$ cat src/rtl/wbp_pkg.sv
package wbp_pkg;

    localparam int WORD_W        = 12;
    localparam int BYTE_W        = 8;
    localparam int NIB_W         = WORD_W - BYTE_W;
    localparam int SECT_BYTES    = 256;
    localparam int TRACK_SECTORS = 40;
    localparam int SECT_W        = 6;
    localparam int WCNT_W        = WORD_W + 1;
    localparam int BCNT_W        = $clog2(TRACK_SECTORS * SECT_BYTES + 1);
    localparam int CAP12_WORDS   = (SECT_BYTES * 2) / 3;

    typedef struct packed {
        logic [WCNT_W-1:0] words;
        logic [BCNT_W-1:0] bytes;
        logic [BCNT_W-1:0] span;
    } xfer_plan_t;

    typedef enum logic [1:0] {
        GRP_B0 = 2'd0,
        GRP_B1 = 2'd1,
        GRP_B2 = 2'd2
    } grp_phase_t;

    function automatic grp_phase_t next_phase(input grp_phase_t ph);
        case (ph)
            GRP_B0:  return GRP_B1;
            GRP_B1:  return GRP_B2;
            default: return GRP_B0;
        endcase
    endfunction

    function automatic xfer_plan_t plan_xfer(
        input logic [WORD_W-1:0] wc_reg,
        input logic              pack8,
        input logic [SECT_W-1:0] sector
    );
        int w;
        int b;
        int lim;
        xfer_plan_t p;
        w = (1 << WORD_W) - int'(wc_reg);
        if (pack8) begin
            lim = (int'(sector) < TRACK_SECTORS) ?
                  (TRACK_SECTORS - int'(sector)) * SECT_BYTES : 0;
            b = (w < lim) ? w : lim;
            w = b;
        end else begin
            b = (3 * w + 1) / 2;
            if (b > SECT_BYTES) begin
                b = SECT_BYTES;
                w = CAP12_WORDS;
            end
        end
        p.words = WCNT_W'(w);
        p.bytes = BCNT_W'(b);
        p.span  = BCNT_W'(((b + SECT_BYTES - 1) / SECT_BYTES) * SECT_BYTES);
        return p;
    endfunction

endpackage

$ cat src/rtl/wbp_sizer.sv
module wbp_sizer
    import wbp_pkg::*;
(
    input  logic              clk,
    input  logic              rst,
    input  logic              launch,
    input  logic [WORD_W-1:0] wc_reg,
    input  logic              pack8,
    input  logic [SECT_W-1:0] sector,
    output xfer_plan_t        plan
);

    always_ff @(posedge clk) begin
        if (rst) begin
            plan <= '0;
        end else if (launch) begin
            plan <= plan_xfer(wc_reg, pack8, sector);
        end
    end

    AST_PACKED_CAP: assert property (@(posedge clk) disable iff (rst)
        launch && !pack8 |=> plan.bytes <= BCNT_W'(SECT_BYTES));

    AST_BYTE_MODE_EQ: assert property (@(posedge clk) disable iff (rst)
        launch && pack8 |=> BCNT_W'(plan.words) == plan.bytes);

    AST_SPAN_COVERS: assert property (@(posedge clk) disable iff (rst)
        launch |=> plan.span >= plan.bytes);

endmodule

$ cat src/rtl/wbp_word2byte.sv
module wbp_word2byte
    import wbp_pkg::*;
(
    input  logic              clk,
    input  logic              rst,
    input  logic              launch,
    input  logic              run,
    input  logic              pack8,
    input  logic [WCNT_W-1:0] plan_words,
    input  logic [BCNT_W-1:0] plan_bytes,
    input  logic [BCNT_W-1:0] plan_span,
    input  logic              w_in_valid,
    input  logic [WORD_W-1:0] w_in_data,
    output logic              w_in_ready,
    output logic              b_out_valid,
    output logic [BYTE_W-1:0] b_out_data,
    input  logic              b_out_ready,
    output logic              finished
);

    logic [BCNT_W-1:0] byte_cnt;
    logic [WCNT_W-1:0] word_cnt;
    grp_phase_t        phase;
    logic [NIB_W-1:0]  hold_nib;
    logic [BYTE_W-1:0] hold_byte;

    logic              have_word;
    logic              in_data;
    logic              need_word;
    logic              emit;
    logic              step;
    logic              take;
    logic [BYTE_W-1:0] byte_val;

    always_comb begin
        have_word = word_cnt < plan_words;
        in_data   = byte_cnt < plan_bytes;
        finished  = byte_cnt == plan_span;
        emit      = run && !finished;
        need_word = 1'b0;
        byte_val  = '0;
        if (in_data) begin
            if (pack8) begin
                need_word = 1'b1;
                byte_val  = w_in_data[BYTE_W-1:0];
            end else begin
                case (phase)
                    GRP_B0: begin
                        if (have_word) begin
                            need_word = 1'b1;
                            byte_val  = w_in_data[BYTE_W-1:0];
                        end
                    end
                    GRP_B1: begin
                        if (have_word) begin
                            need_word = 1'b1;
                            byte_val  = {w_in_data[NIB_W-1:0], hold_nib};
                        end else begin
                            byte_val  = {{NIB_W{1'b0}}, hold_nib};
                        end
                    end
                    default: byte_val = hold_byte;
                endcase
            end
        end
        b_out_valid = emit && (!need_word || w_in_valid);
        w_in_ready  = emit && need_word && b_out_ready;
        b_out_data  = byte_val;
        step        = b_out_valid && b_out_ready;
        take        = w_in_valid && w_in_ready;
    end

    always_ff @(posedge clk) begin
        if (rst || launch) begin
            byte_cnt  <= '0;
            word_cnt  <= '0;
            phase     <= GRP_B0;
            hold_nib  <= '0;
            hold_byte <= '0;
        end else if (step) begin
            byte_cnt <= byte_cnt + BCNT_W'(1);
            if (take) begin
                word_cnt <= word_cnt + WCNT_W'(1);
            end
            if (!pack8) begin
                phase <= next_phase(phase);
                if (phase == GRP_B0) begin
                    hold_nib <= take ? w_in_data[WORD_W-1:BYTE_W] : '0;
                end
                if (phase == GRP_B1 && take) begin
                    hold_byte <= w_in_data[WORD_W-1:NIB_W];
                end
            end
        end
    end

    AST_PAD_ZERO: assert property (@(posedge clk) disable iff (rst)
        b_out_valid && (byte_cnt >= plan_bytes) |-> b_out_data == '0);

    AST_WORD_LIMIT: assert property (@(posedge clk) disable iff (rst)
        w_in_valid && w_in_ready |-> word_cnt < plan_words);

    AST_SPAN_LIMIT: assert property (@(posedge clk) disable iff (rst)
        b_out_valid && b_out_ready |-> byte_cnt < plan_span);

    AST_ALL_WORDS_TAKEN: assert property (@(posedge clk) disable iff (rst)
        run && finished |-> word_cnt == plan_words);

endmodule

$ cat src/rtl/wbp_byte2word.sv
module wbp_byte2word
    import wbp_pkg::*;
(
    input  logic              clk,
    input  logic              rst,
    input  logic              launch,
    input  logic              run,
    input  logic              pack8,
    input  logic [WCNT_W-1:0] plan_words,
    input  logic [BCNT_W-1:0] plan_bytes,
    input  logic              src_empty,
    input  logic              b_in_valid,
    input  logic [BYTE_W-1:0] b_in_data,
    output logic              b_in_ready,
    output logic              w_out_valid,
    output logic [WORD_W-1:0] w_out_data,
    input  logic              w_out_ready,
    output logic              finished
);

    logic [BCNT_W-1:0] byte_cnt;
    logic [WCNT_W-1:0] word_cnt;
    grp_phase_t        phase;
    logic [BYTE_W-1:0] lo_byte;
    logic [NIB_W-1:0]  hold_nib;

    logic              avail;
    logic              act;
    logic              emits_word;
    logic              take;
    logic [BYTE_W-1:0] bval;
    logic [WORD_W-1:0] word_val;

    always_comb begin
        avail      = src_empty || b_in_valid;
        bval       = src_empty ? '0 : b_in_data;
        finished   = byte_cnt == plan_bytes;
        act        = run && !finished;
        emits_word = pack8 || (phase != GRP_B0);
        if (pack8) begin
            word_val = {{NIB_W{1'b0}}, bval};
        end else if (phase == GRP_B1) begin
            word_val = {bval[NIB_W-1:0], lo_byte};
        end else if (phase == GRP_B2) begin
            word_val = {bval, hold_nib};
        end else begin
            word_val = '0;
        end
        w_out_valid = act && avail && emits_word;
        w_out_data  = word_val;
        take        = act && avail && (!emits_word || w_out_ready);
        b_in_ready  = act && !src_empty && (!emits_word || w_out_ready);
    end

    always_ff @(posedge clk) begin
        if (rst || launch) begin
            byte_cnt <= '0;
            word_cnt <= '0;
            phase    <= GRP_B0;
            lo_byte  <= '0;
            hold_nib <= '0;
        end else if (take) begin
            byte_cnt <= byte_cnt + BCNT_W'(1);
            if (emits_word) begin
                word_cnt <= word_cnt + WCNT_W'(1);
            end
            if (!pack8) begin
                phase <= next_phase(phase);
                if (phase == GRP_B0) begin
                    lo_byte <= bval;
                end
                if (phase == GRP_B1) begin
                    hold_nib <= bval[BYTE_W-1:NIB_W];
                end
            end
        end
    end

    AST_EMPTY_NO_POP: assert property (@(posedge clk) disable iff (rst)
        src_empty |-> !b_in_ready);

    AST_WORD_BOUND: assert property (@(posedge clk) disable iff (rst)
        w_out_valid && w_out_ready |-> word_cnt < plan_words);

    AST_WORD_TOTAL: assert property (@(posedge clk) disable iff (rst)
        run && finished |-> word_cnt == plan_words);

endmodule

$ cat src/rtl/wordbyte_packer.sv
module wordbyte_packer
    import wbp_pkg::*;
(
    input  logic                  clk,
    input  logic                  rst,
    input  logic                  start,
    input  logic                  wr_dir,
    input  logic                  mode8,
    input  logic [11:0]           wcount_in,
    input  logic [5:0]            sector_in,
    input  logic                  src_empty,
    input  logic                  w_in_valid,
    input  logic [11:0]           w_in_data,
    output logic                  w_in_ready,
    output logic                  b_out_valid,
    output logic [7:0]            b_out_data,
    input  logic                  b_out_ready,
    input  logic                  b_in_valid,
    input  logic [7:0]            b_in_data,
    output logic                  b_in_ready,
    output logic                  w_out_valid,
    output logic [11:0]           w_out_data,
    input  logic                  w_out_ready,
    output logic                  busy,
    output logic                  done,
    output logic [12:0]           xfer_words,
    output logic [13:0]           xfer_bytes
);

    logic       busy_q;
    logic       done_q;
    logic       dir_q;
    logic       mode_q;
    logic       launch;
    logic       run_wr;
    logic       run_rd;
    logic       wr_fin;
    logic       rd_fin;
    logic       fin;
    xfer_plan_t plan;

    assign launch = start && !busy_q;
    assign run_wr = busy_q && dir_q;
    assign run_rd = busy_q && !dir_q;
    assign fin    = dir_q ? wr_fin : rd_fin;

    always_ff @(posedge clk) begin
        if (rst) begin
            busy_q <= 1'b0;
            done_q <= 1'b0;
            dir_q  <= 1'b0;
            mode_q <= 1'b0;
        end else begin
            done_q <= 1'b0;
            if (launch) begin
                busy_q <= 1'b1;
                dir_q  <= wr_dir;
                mode_q <= mode8;
            end else if (busy_q && fin) begin
                busy_q <= 1'b0;
                done_q <= 1'b1;
            end
        end
    end

    wbp_sizer i_sizer (
        .clk    (clk),
        .rst    (rst),
        .launch (launch),
        .wc_reg (wcount_in),
        .pack8  (mode8),
        .sector (sector_in),
        .plan   (plan)
    );

    wbp_word2byte i_w2b (
        .clk         (clk),
        .rst         (rst),
        .launch      (launch),
        .run         (run_wr),
        .pack8       (mode_q),
        .plan_words  (plan.words),
        .plan_bytes  (plan.bytes),
        .plan_span   (plan.span),
        .w_in_valid  (w_in_valid),
        .w_in_data   (w_in_data),
        .w_in_ready  (w_in_ready),
        .b_out_valid (b_out_valid),
        .b_out_data  (b_out_data),
        .b_out_ready (b_out_ready),
        .finished    (wr_fin)
    );

    wbp_byte2word i_b2w (
        .clk         (clk),
        .rst         (rst),
        .launch      (launch),
        .run         (run_rd),
        .pack8       (mode_q),
        .plan_words  (plan.words),
        .plan_bytes  (plan.bytes),
        .src_empty   (src_empty),
        .b_in_valid  (b_in_valid),
        .b_in_data   (b_in_data),
        .b_in_ready  (b_in_ready),
        .w_out_valid (w_out_valid),
        .w_out_data  (w_out_data),
        .w_out_ready (w_out_ready),
        .finished    (rd_fin)
    );

    assign busy       = busy_q;
    assign done       = done_q;
    assign xfer_words = plan.words;
    assign xfer_bytes = plan.bytes;

    AST_DONE_PULSE: assert property (@(posedge clk) disable iff (rst)
        done |=> !done);

    AST_DONE_IDLE: assert property (@(posedge clk) disable iff (rst)
        done |-> !busy);

    AST_START_IGNORED: assert property (@(posedge clk) disable iff (rst)
        busy && start |=> $stable(xfer_words) && $stable(xfer_bytes));

    AST_IDLE_QUIET: assert property (@(posedge clk) disable iff (rst)
        !busy |-> !(w_in_ready || b_out_valid || b_in_ready || w_out_valid));

endmodule

$ cat config.mk
export PLATFORM = sky130hd
export DESIGN_NAME = wordbyte_packer
export DESIGN_NICKNAME = d
export VERILOG_FILES = /design/src/rtl/wbp_pkg.sv /design/src/rtl/wbp_sizer.sv /design/src/rtl/wbp_word2byte.sv /design/src/rtl/wbp_byte2word.sv /design/src/rtl/wordbyte_packer.sv
export SDC_FILE = /design/constraint.sdc
export NUM_CORES = 1
export LEC_CHECK = 0
export ABC_AREA = 1
export BUFFER_PORTS_ARGS = -buffer_cell sky130_fd_sc_hd__buf_2
export CORE_ASPECT_RATIO = 1.2
export CORE_MARGIN = 10
export CORE_UTILIZATION = 30
export DETAILED_ROUTE_END_ITERATION = 16
export GPL_ROUTABILITY_DRIVEN = 0
export SYNTH_ARGS = -nofsm -noshare
export SYNTH_HDL_FRONTEND = slang
export SYNTH_SLANG_ARGS = --single-unit
$ cat constraint.sdc
create_clock -name clk -period 7.1 [get_ports clk]
set_input_delay 1.775 -clock clk [delete_from_list [all_inputs] [get_ports clk]]
set_output_delay 1.775 -clock clk [all_outputs]
set_load 0.02 [all_outputs]
Word level (Yosys, flattened, before mapping)
Cells that the tools add are included.

Logic and storage cells: 111. Bits in registers: 106. Input bits: 48. Output and inout bits: 53.

Add/sub/neg operators: 10. Multipliers: 1. Reductions and logical operators: 43. Multiplexer cells: 28. Bitwise operators: 3. Eq/ne operators: 5. $lt $le $gt $ge: 5.

Operator list (number): two-way mux 32 bit (6); two-way mux 8 bit (5); two-way mux 12 bit (3); adder 32 x 1 -> 32 bit (1); adder 32 x 10 -> 32 bit, second input constant (1); adder 32 x 2 -> 32 bit, second input constant (1); greater-than comparator 32 x 10 -> 1 bit, second input constant (1); less-than comparator 14 x 32 -> 1 bit (1); subtractor 32 x 2 -> 32 bit, second input constant (1); adder 14 x 1 -> 14 bit, second input constant (2); equality test 14 bit (2); two-way mux 13 bit (2); logical AND 1 bit (17); multiplier 3 x 14 -> 17 bit, first input constant (1); one-hot mux 8 bit (2 select lines) (1); less-than comparator 14 bit (1); subtractor 13 x 12 -> 14 bit, first input constant (1); adder 13 x 1 -> 13 bit, second input constant (1); less-than comparator 13 bit (1); AND reduction 3 bit (4); two-way mux 1 bit (8); one-hot mux 2 bit (2 select lines) (2); OR reduction 8 bit (1); zero test 1 bit (7); other kinds (13) (24).

Longest topological paths before layout
Gate-level depths: netlist of the first run.

Word-level depth: 15. Mapped depth: 37. Depth with buffers taken out: 37.

Modules after synthesis
Synthesis of the first run repeated with hierarchy kept, for this count alone.

Cell total of the unflattened synthesis: 1417. Area total of the unflattened synthesis: 8784.7 µm².

By module, submodules not included: wbp_sizer (times used 1, cells an instance 550, area each 3335.7 µm²); wbp_word2byte (times used 1, cells an instance 528, area each 3331.9 µm²); wbp_byte2word (times used 1, cells an instance 314, area each 1948.1 µm²); wordbyte_packer (times used 1, cells an instance 25, area each 168.9 µm²).

Worst setup path after synthesis of the first run
Ideal clock, no wire load.

Path type: input -> register. Start: in wcount_in[0]. End: reg, netlist name i_sizer.plan[12]. Path buffers: 0. Path slack: 1.316 ns. Stages: 29. Arrival time: 5.671 ns. Data required time: 6.987 ns. Path through: inv_1 > ha_1 > xnor2_1 > ha_1 > ha_1 > inv_1 > fa_1 > inv_1 > nand3_1 > nor2_2 > nand3_2 > nor2_2 > nand3_2 > o21ai_0 > nand2_2 > nand2_4 > nor2_8 > nand4_1 > nand2_1 > nor2_2 > nand2_2 > inv_2 > nand2_1 > a311oi_1 > ha_1 > ha_1 > nand4_1 > nand3_1 > nand2_1.

Cells in the longest elaborated chain, start to end: 15.

RTL lines: start, declared (line wordbyte_packer.sv:9) `input logic [11:0] wcount_in,`; subtractor 13 x 12 -> 14 bit * (line wbp_pkg.sv:42) `w = (1 << WORD_W) - int'(wc_reg);`; multiplier 3 x 14 -> 17 bit (line wbp_pkg.sv:49) `b = (3 * w + 1) / 2;`; adder 32 x 2 -> 32 bit (line wbp_pkg.sv:49); bitwise AND 1 bit (no source line); adder 32 x 1 -> 32 bit (no source line); greater-than comparator 32 x 10 -> 1 bit (line wbp_pkg.sv:50) `if (b > SECT_BYTES) begin`; two-way mux 32 bit (line wbp_pkg.sv:50); two-way mux 32 bit * (line wbp_pkg.sv:43) `if (pack8) begin`; two-way mux 32 bit * (line wbp_sizer.sv:16) `end else if (launch) begin`; two-way mux 32 bit * (line wbp_sizer.sv:14) `if (rst) begin`; adder 32 x 10 -> 32 bit * (line wbp_pkg.sv:57) `p.span = BCNT_W'(((b + SECT_BYTES - 1) / SECT_BYTES) * SECT_BYTES);`; subtractor 32 x 2 -> 32 bit * (line wbp_pkg.sv:57); OR reduction 8 bit (no source line); bitwise AND 1 bit (no source line); adder 6 x 1 -> 6 bit (no source line) *.

Mark *: on every way between the ends. The rest lies on a longest branch, timed or not. The select of a mux whose other input is x is not followed. A chain may end at the register's enable or synchronous reset.

Final worst setup path of the first run
Start: in wcount_in[0]. End: reg, netlist name i_sizer.plan[11].

Cells in the longest elaborated chain, start to end: 15.

RTL lines (line): subtractor 13 x 12 -> 14 bit * (wbp_pkg.sv:42); multiplier 3 x 14 -> 17 bit (wbp_pkg.sv:49); adder 32 x 2 -> 32 bit (wbp_pkg.sv:49); bitwise AND 1 bit (no source line); adder 32 x 1 -> 32 bit (no source line); greater-than comparator 32 x 10 -> 1 bit (wbp_pkg.sv:50); two-way mux 32 bit (wbp_pkg.sv:50); two-way mux 32 bit * (wbp_pkg.sv:43); two-way mux 32 bit * (wbp_sizer.sv:16); two-way mux 32 bit * (wbp_sizer.sv:14); adder 32 x 10 -> 32 bit * (wbp_pkg.sv:57); subtractor 32 x 2 -> 32 bit * (wbp_pkg.sv:57); OR reduction 8 bit (no source line); bitwise AND 1 bit (no source line); adder 6 x 1 -> 6 bit (no source line) *.

Marks and branches as above.

==> impl_metrics.env, run 1 <==
export IMPL_status="finished clean"
export IMPL_synth_nets=1321
export IMPL_synth_ff_type="dfxtp_1"
export IMPL_hold_violations=0
export IMPL_track_usage=0.139
export IMPL_antenna_cells=0
export IMPL_yosys_cell_types_count=49
export IMPL_yosysMostFrequentCell="nand2_1"
export IMPL_via_per_inst=4.95
export IMPL_clk_pin_slew_ns=0.07
export IMPL_yosysTopAreaCell="dfxtp_1"
export IMPL_utilization=0.343
export IMPL_wire_per_inst_um=14.5
export IMPL_finClkSkew_ns=0.0140
export IMPL_leakage_uw=0.00404
export IMPL_dp_hpwl_um=19000
export IMPL_final_cell_count_no_fill=1618
export IMPL_tightest_slew_ns=0.786
export IMPL_post_route_drc_count=0
export IMPL_setup_viol=0
export IMPL_htree_levels=3
export IMPL_synthTopCellsByCount="nand2_1 (228), inv_1 (174), nor2_1 (129)"
export IMPL_synth_edf_count=0
export IMPL_drive_gt1_frac=0.143
export IMPL_critPathRequiredTime_ns=7.39
export IMPL_max_stage_delay_ns=0.40
export IMPL_cts_buffer_depth=2
export IMPL_totalWireLength_um=23500
export IMPL_rrSetupSlack_ns=3.56
export IMPL_r2r_end="i_w2b.hold_byte[7]$_SDFFE_PP0P_"
export IMPL_die_h_um=198
export IMPL_path_max_fanout=9
export IMPL_numCtsBuffers=9
export IMPL_path_delay_family="simple AND/OR/NAND/NOR gates"
export IMPL_ys_ff_latch=106
export IMPL_syn_area_um2=7880
export IMPL_areaGrowthSynthToFinish_pct=12.0
export IMPL_initial_core_util=0.307
export IMPL_hold_class="register to register"
export IMPL_die_w_um=168
export IMPL_relSlewSlack=0.462
export IMPL_ant_nets=0
export IMPL_r2r_start="i_sizer.plan[31]$_SDFFE_PP0P_"
export IMPL_max_freq_mhz=160
export IMPL_crit_buf_inv=6
export IMPL_antenna_found_initial=0
export IMPL_fin_crit_sh=0.881
export IMPL_worstSetupPathType="input port to register"
export IMPL_cp_end_kind="register"
export IMPL_slowest_stage="xor2_1"
export IMPL_ys_seq_area_frac=0.269
export IMPL_post_cts_resized=0
export IMPL_worst_slack_ns=0.845
export IMPL_syn_avg_cell_area_um2=6.46
export IMPL_fin_total_pwr_uw=1660
export IMPL_vdd_drop_max_uv=113
export IMPL_first_pass_iters=5
export IMPL_numPortBuffers=100
export IMPL_hold_end="i_sizer.plan[12]$_SDFFE_PP0P_"
export IMPL_synth_top_area_frac=0.269
export IMPL_cts_tree="built"
export IMPL_arrival_ns=6.54
export IMPL_nets=1385
export IMPL_cp_startpoint="wcount_in[0]"
export IMPL_grt_pass1_wl_um=38500
export IMPL_dp_slack_ns=0.543
export IMPL_core_rowCount=64
export IMPL_p_per_area_nw_per_um2=188
export IMPL_design_die_area_um2=33200
export IMPL_postCtsHoldBufs=0
export IMPL_synth_area_leaders="dfxtp_1 (27%), nand2_1 (11%), ha_1 (8.4%)"
export IMPL_maxCapViolCount=0
export IMPL_startpoint_type="input port"
export IMPL_grt_overflow=0
export IMPL_grt_pass1_vias=7664
export IMPL_min_period_ns=6.26
export IMPL_cts_root_buf="clkbuf_16"
export IMPL_rsz0062_at_grt="false"
export IMPL_synthArstFlopShare=0
export IMPL_worstSkewPairLatency_ns=0.35
export IMPL_place_inst=1602
export IMPL_tns_ns=0
export IMPL_holdPathStages=2
export IMPL_vias=8009
export IMPL_cts_setup_buffers=0
export IMPL_worstRegToRegCells=20
export IMPL_synth_cells=1219
export IMPL_ys_warn_count=0
export IMPL_coreArea_um2=25700
export IMPL_drt_iter0_drc=542
export IMPL_cts_sinks=106
export IMPL_min_from="i_sizer.plan[12]$_SDFFE_PP0P_"
export IMPL_slew_viol_final=0
export IMPL_io_pins=101
export IMPL_grt_max_degree=47
through the flow:
step | hold WS, ns | instance area [um^2]
2_1_floorplan | 0.440 | 7880
3_3_place_gp | 0.455 | 8530
3_5_place_dp | 0.455 | 8530
4_1_cts | 0.466 | 8820
5_1_grt | 0.479 | 8820
6_report | 0.463 | 8820
routing by layer:
layer | up-vias | routed length, um | track usage
li1 | 4149 | - | -
met1 | 3623 | 10200 | 0.167
met4 | 0 | 587 | 0.0481
met3 | 37 | 1250 | 0.0235
met5 | - | 0 | 0
met2 | 200 | 11500 | 0.242
cell usage in the layout, fill, tap and decap left out, types with 4 or more instances in the layout:
| master | instances |
|---|---|
| a31oi_1 | 13 |
| nand2_1 | 228 |
| xor2_1 | 12 |
| nand4_1 | 33 |
| a221oi_1 | 12 |
| o21ai_0 | 78 |
| or2_2 | 6 |
| inv_1 | 174 |
| o21a_1 | 4 |
| inv_2 | 11 |
| nor2_1 | 128 |
| nand3_2 | 7 |
| o22ai_1 | 8 |
| nor3_1 | 24 |
| ha_1 | 53 |
| xnor2_1 | 5 |
| nand2_2 | 16 |
| o21ai_1 | 7 |
| buf_4 | 5 |
| nand3_1 | 81 |
| clkbuf_16 | 9 |
| nor4_1 | 5 |
| dfxtp_1 | 106 |
| a21oi_1 | 103 |
| buf_2 | 100 |
| nor2_2 | 12 |
| a211oi_1 | 6 |
cell type report:
cell class	instances	area, um^2
fill	2801	16900
inverter	185	694
sequential	106	2120
tap	330	413
clock inverter	4	33.8
timing repair buffer	105	538
multi-input combinational	876	4770
clock buffer	12	256
report_power, final:
group | internal (uW) | switching [uW] | leakage, uW
registers | 614 | 16.6 | 0.000859
logic | 171 | 369 | 0.00304
clock network | 261 | 228 | 0.000140
total | 1050 | 613 | 0.00404
worst register-to-register path, stage by stage (launching register included):
cell      delay (ns)
dfxtp_1         0.39
inv_1           0.10
ha_1            0.28
nand2_1         0.06
nor2_1          0.10
o21ai_1         0.07
o211ai_1        0.11
nand3_1         0.09
nand2_1         0.15
nor2_1          0.06
o21a_1          0.19
nand2_1         0.06
nand2_1         0.07
nor2_1          0.26
inv_2           0.14
nor2_1          0.18
nand2_1         0.10
nor2_1          0.49
inv_1           0.31
o21ai_1         0.20
nor2_1          0.05
cell families (layout without fill, tap and decap cells):
logic type | after synthesis | after routing | synth area share
buffers and inverters | 237 | 306 | 0.126
AOI/OAI and AO/OA | 245 | 245 | 0.173
xor gates and xnor gates | 17 | 17 | 0.0189
and+or+nand+nor | 560 | 560 | 0.326
adders and majority gates | 54 | 54 | 0.0867
DFF | 106 | 106 | 0.269
flip-flops by register name, indices dropped and copies added, names as in the netlist, 4 cells and up:
register / cells
i_b2w.hold_nib: 4
i_b2w.byte_cnt: 14
i_b2w.lo_byte: 8
i_sizer.plan: 33
i_w2b.hold_byte: 8
i_w2b.hold_nib: 4
i_w2b.byte_cnt: 14
i_w2b.word_cnt: 13
worst max path at each step:
stage                                          endpoint  slack (ns)  depth (start not counted)
final                     i_sizer.plan[11]$_SDFFE_PP0P_        0.84                         33
after global routing      i_sizer.plan[11]$_SDFFE_PP0P_        0.23                         33
after CTS                 i_sizer.plan[11]$_SDFFE_PP0P_        0.88                         32
after detailed placement  i_sizer.plan[11]$_SDFFE_PP0P_        0.54                         32
after global placement    i_sizer.plan[11]$_SDFFE_PP0P_        0.74                         32
after floorplan           i_sizer.plan[12]$_SDFFE_PP0P_        1.32                         29
No activity file was read; power rests on OpenSTA's default activity.
==> run 2, diff against run 1 <==
--- a/config.mk
+++ b/config.mk
@@ -6,11 +6,11 @@
 export NUM_CORES = 1
 export LEC_CHECK = 0
 export ABC_AREA = 1
-export BUFFER_PORTS_ARGS = -buffer_cell sky130_fd_sc_hd__buf_2
 export CORE_ASPECT_RATIO = 1.2
 export CORE_MARGIN = 10
 export CORE_UTILIZATION = 30
 export DETAILED_ROUTE_END_ITERATION = 16
+export DONT_BUFFER_PORTS = 1
 export GPL_ROUTABILITY_DRIVEN = 0
 export SYNTH_ARGS = -nofsm -noshare
 export SYNTH_HDL_FRONTEND = slang
==> run 2 against run 1 <==
  * Global-route usage shrank 0.67 points
  * Critical path depth shrank 2
  * Utilization shrank 1.9 points
  * Count of clock-buffer cells in the layout shrank 3
  * Critical endpoint unchanged
  * Flip-flop and latch count is the same
  * Die area is the same
  * Final cell count shrank 6.2%
  * Non-clock buffer count shrank 101
  * Design area shrank 5.6%
  * Power shrank 1.6%
  * Largest cell class unchanged
  * Combinational power shrank 14%
==> impl_metrics.env, run 2 (synthesized netlist as in run 1, its figures left out) <==
export IMPL_worstSetupPathType="input port to register"
export IMPL_largestRegisters="i_sizer.plan: 33 flops, i_b2w.byte_cnt: 14 flops, i_w2b.byte_cnt: 14 flops"
export IMPL_finClkSkew_ns=0.0154
export IMPL_relSlewSlack=0.416
export IMPL_cts_buffer_depth=2
export IMPL_post_cts_resized=0
export IMPL_place_inst=1501
export IMPL_cts_setup_buffers=0
export IMPL_rsz0062_at_grt="false"
export IMPL_die_w_um=168
export IMPL_slowest_stage="xor2_1"
export IMPL_antenna_cells=0
export IMPL_clk_pin_slew_ns=0.07
export IMPL_status="finished clean"
export IMPL_min_from="i_sizer.plan[12]$_SDFFE_PP0P_"
export IMPL_leakage_uw=0.00358
export IMPL_grt_pass1_vias=7016
export IMPL_htree_levels=3
export IMPL_initial_core_util=0.307
export IMPL_track_usage=0.132
export IMPL_max_freq_mhz=163
export IMPL_tightest_slew_ns=0.872
export IMPL_grt_util_met2=0.227
export IMPL_io_pins=101
export IMPL_setup_viol=0
export IMPL_gr_usage_met1=0.156
export IMPL_multi_input_area_um2=4770
export IMPL_max_stage_delay_ns=0.39
export IMPL_drt_iter0_drc=509
export IMPL_path_max_fanout=9
export IMPL_placed_cell_area_um2=8030
export IMPL_cts_root_buf="clkbuf_16"
export IMPL_slew_viol_final=0
export IMPL_vias=7605
export IMPL_min_period_ns=6.14
export IMPL_tns_ns=0
export IMPL_coreArea_um2=25700
export IMPL_worstRegToRegCells=18
export IMPL_whs_ns=0.467
export IMPL_busiest_layer="met2"
export IMPL_hold_class="register to register"
export IMPL_final_cell_area_um2=8330
export IMPL_cts_tree="built"
export IMPL_wire_per_inst_um=15.1
export IMPL_fin_crit_sh=0.865
export IMPL_largest_reg_flops=33
export IMPL_postCtsHoldBufs=0
export IMPL_maxCapViolCount=0
export IMPL_r2r_start="i_sizer.plan[19]$_SDFFE_PP0P_"
export IMPL_numPortBuffers=0
export IMPL_first_pass_iters=5
export IMPL_totalWireLength_um=22900
export IMPL_vdd_drop_max_uv=135
export IMPL_via_per_inst=5.01
export IMPL_critPathRequiredTime_ns=7.39
export IMPL_design_die_area_um2=33200
export IMPL_fill_cells=2821
export IMPL_hold_end="i_sizer.plan[12]$_SDFFE_PP0P_"
export IMPL_grt_use_met3=0.0334
export IMPL_areaGrowthSynthToFinish_pct=5.70
export IMPL_p_per_area_nw_per_um2=196
export IMPL_cts_sinks=106
export IMPL_die_h_um=198
export IMPL_regArea_um2=2120
export IMPL_final_common_cell="nand2_1"
export IMPL_ant_nets=0
export IMPL_final_cell_mix="nand2_1 (228), inv_1 (174), nor2_1 (128)"
export IMPL_grt_pass1_wl_um=36300
export IMPL_holdPathStages=2
export IMPL_grt_overflow=0
export IMPL_cp_end_kind="register"
export IMPL_nets=1284
export IMPL_rrSetupSlack_ns=3.34
export IMPL_antenna_found_initial=0
export IMPL_worstSkewPairLatency_ns=0.36
export IMPL_utilization=0.324
export IMPL_final_cell_count_no_fill=1517
export IMPL_post_route_drc_count=0
export IMPL_numCtsBuffers=9
export IMPL_r2r_end="i_w2b.hold_byte[4]$_SDFFE_PP0P_"
export IMPL_startpoint_type="input port"
export IMPL_grt_max_degree=47
export IMPL_drive_gt1_frac=0.0708
export IMPL_top_register="i_sizer.plan"
export IMPL_dp_hpwl_um=18500
export IMPL_core_rowCount=64
export IMPL_hold_violations=0
export IMPL_arrival_ns=6.43
==> run 2: worst max-delay path: cells and delay by family <==
family,cells,cell delay (ns)
AO/OA/AOI/OAI,7,1.23
buffers and inverters,4,0.44
XOR/XNOR,1,0.39
adder cells (fa/ha/maj),3,0.86
AND/OR/NAND/NOR,16,1.75
==> run 2: final cells by class <==
| class | count | area share |
|---|---|---|
| Inverter | 185 | 0.0834 |
| Clock inverter | 7 | 0.00916 |
| Clock buffer | 9 | 0.0270 |
| Sequential cell | 106 | 0.255 |
| Multi-Input combinational cell | 876 | 0.572 |
| Timing Repair Buffer | 4 | 0.00361 |
| Tap cell | 330 | 0.0496 |
==> run 2: worst max path at each step <==
stage                                    end         start  cells after the start
2_1_floorplan  i_sizer.plan[12]$_SDFFE_PP0P_  wcount_in[0]                     29
3_3_place_gp   i_sizer.plan[12]$_SDFFE_PP0P_  wcount_in[1]                     29
3_5_place_dp   i_sizer.plan[11]$_SDFFE_PP0P_  wcount_in[1]                     31
4_1_cts        i_sizer.plan[11]$_SDFFE_PP0P_  wcount_in[1]                     31
5_1_grt        i_sizer.plan[11]$_SDFFE_PP0P_  wcount_in[1]                     31
6_report       i_sizer.plan[11]$_SDFFE_PP0P_  wcount_in[1]                     31
==> run 2: through the flow <==
| step | worst slack, ns | power (uW) |
|---|---|---|
| floorplan | 1.32 | 1040 |
| global placement | 0.697 | 1130 |
| detailed placement | 0.588 | 1140 |
| CTS | 0.935 | 1650 |
| global route | 0.376 | 1730 |
| finish | 0.959 | 1630 |
==> run 2: metal layers <==
metal	share of wire	up-vias
met4	0.025	0
met1	0.43	3441
met2	0.48	198
li1	-	3937
met3	0.071	29
met5	0	-
==> run 2: report_power, final <==
| part | internal (uW) | switching [uW] |
|---|---|---|
| Clock | 277 | 235 |
| Sequential | 614 | 39.2 |
| Combinational | 143 | 324 |
| Total | 1030 | 599 |
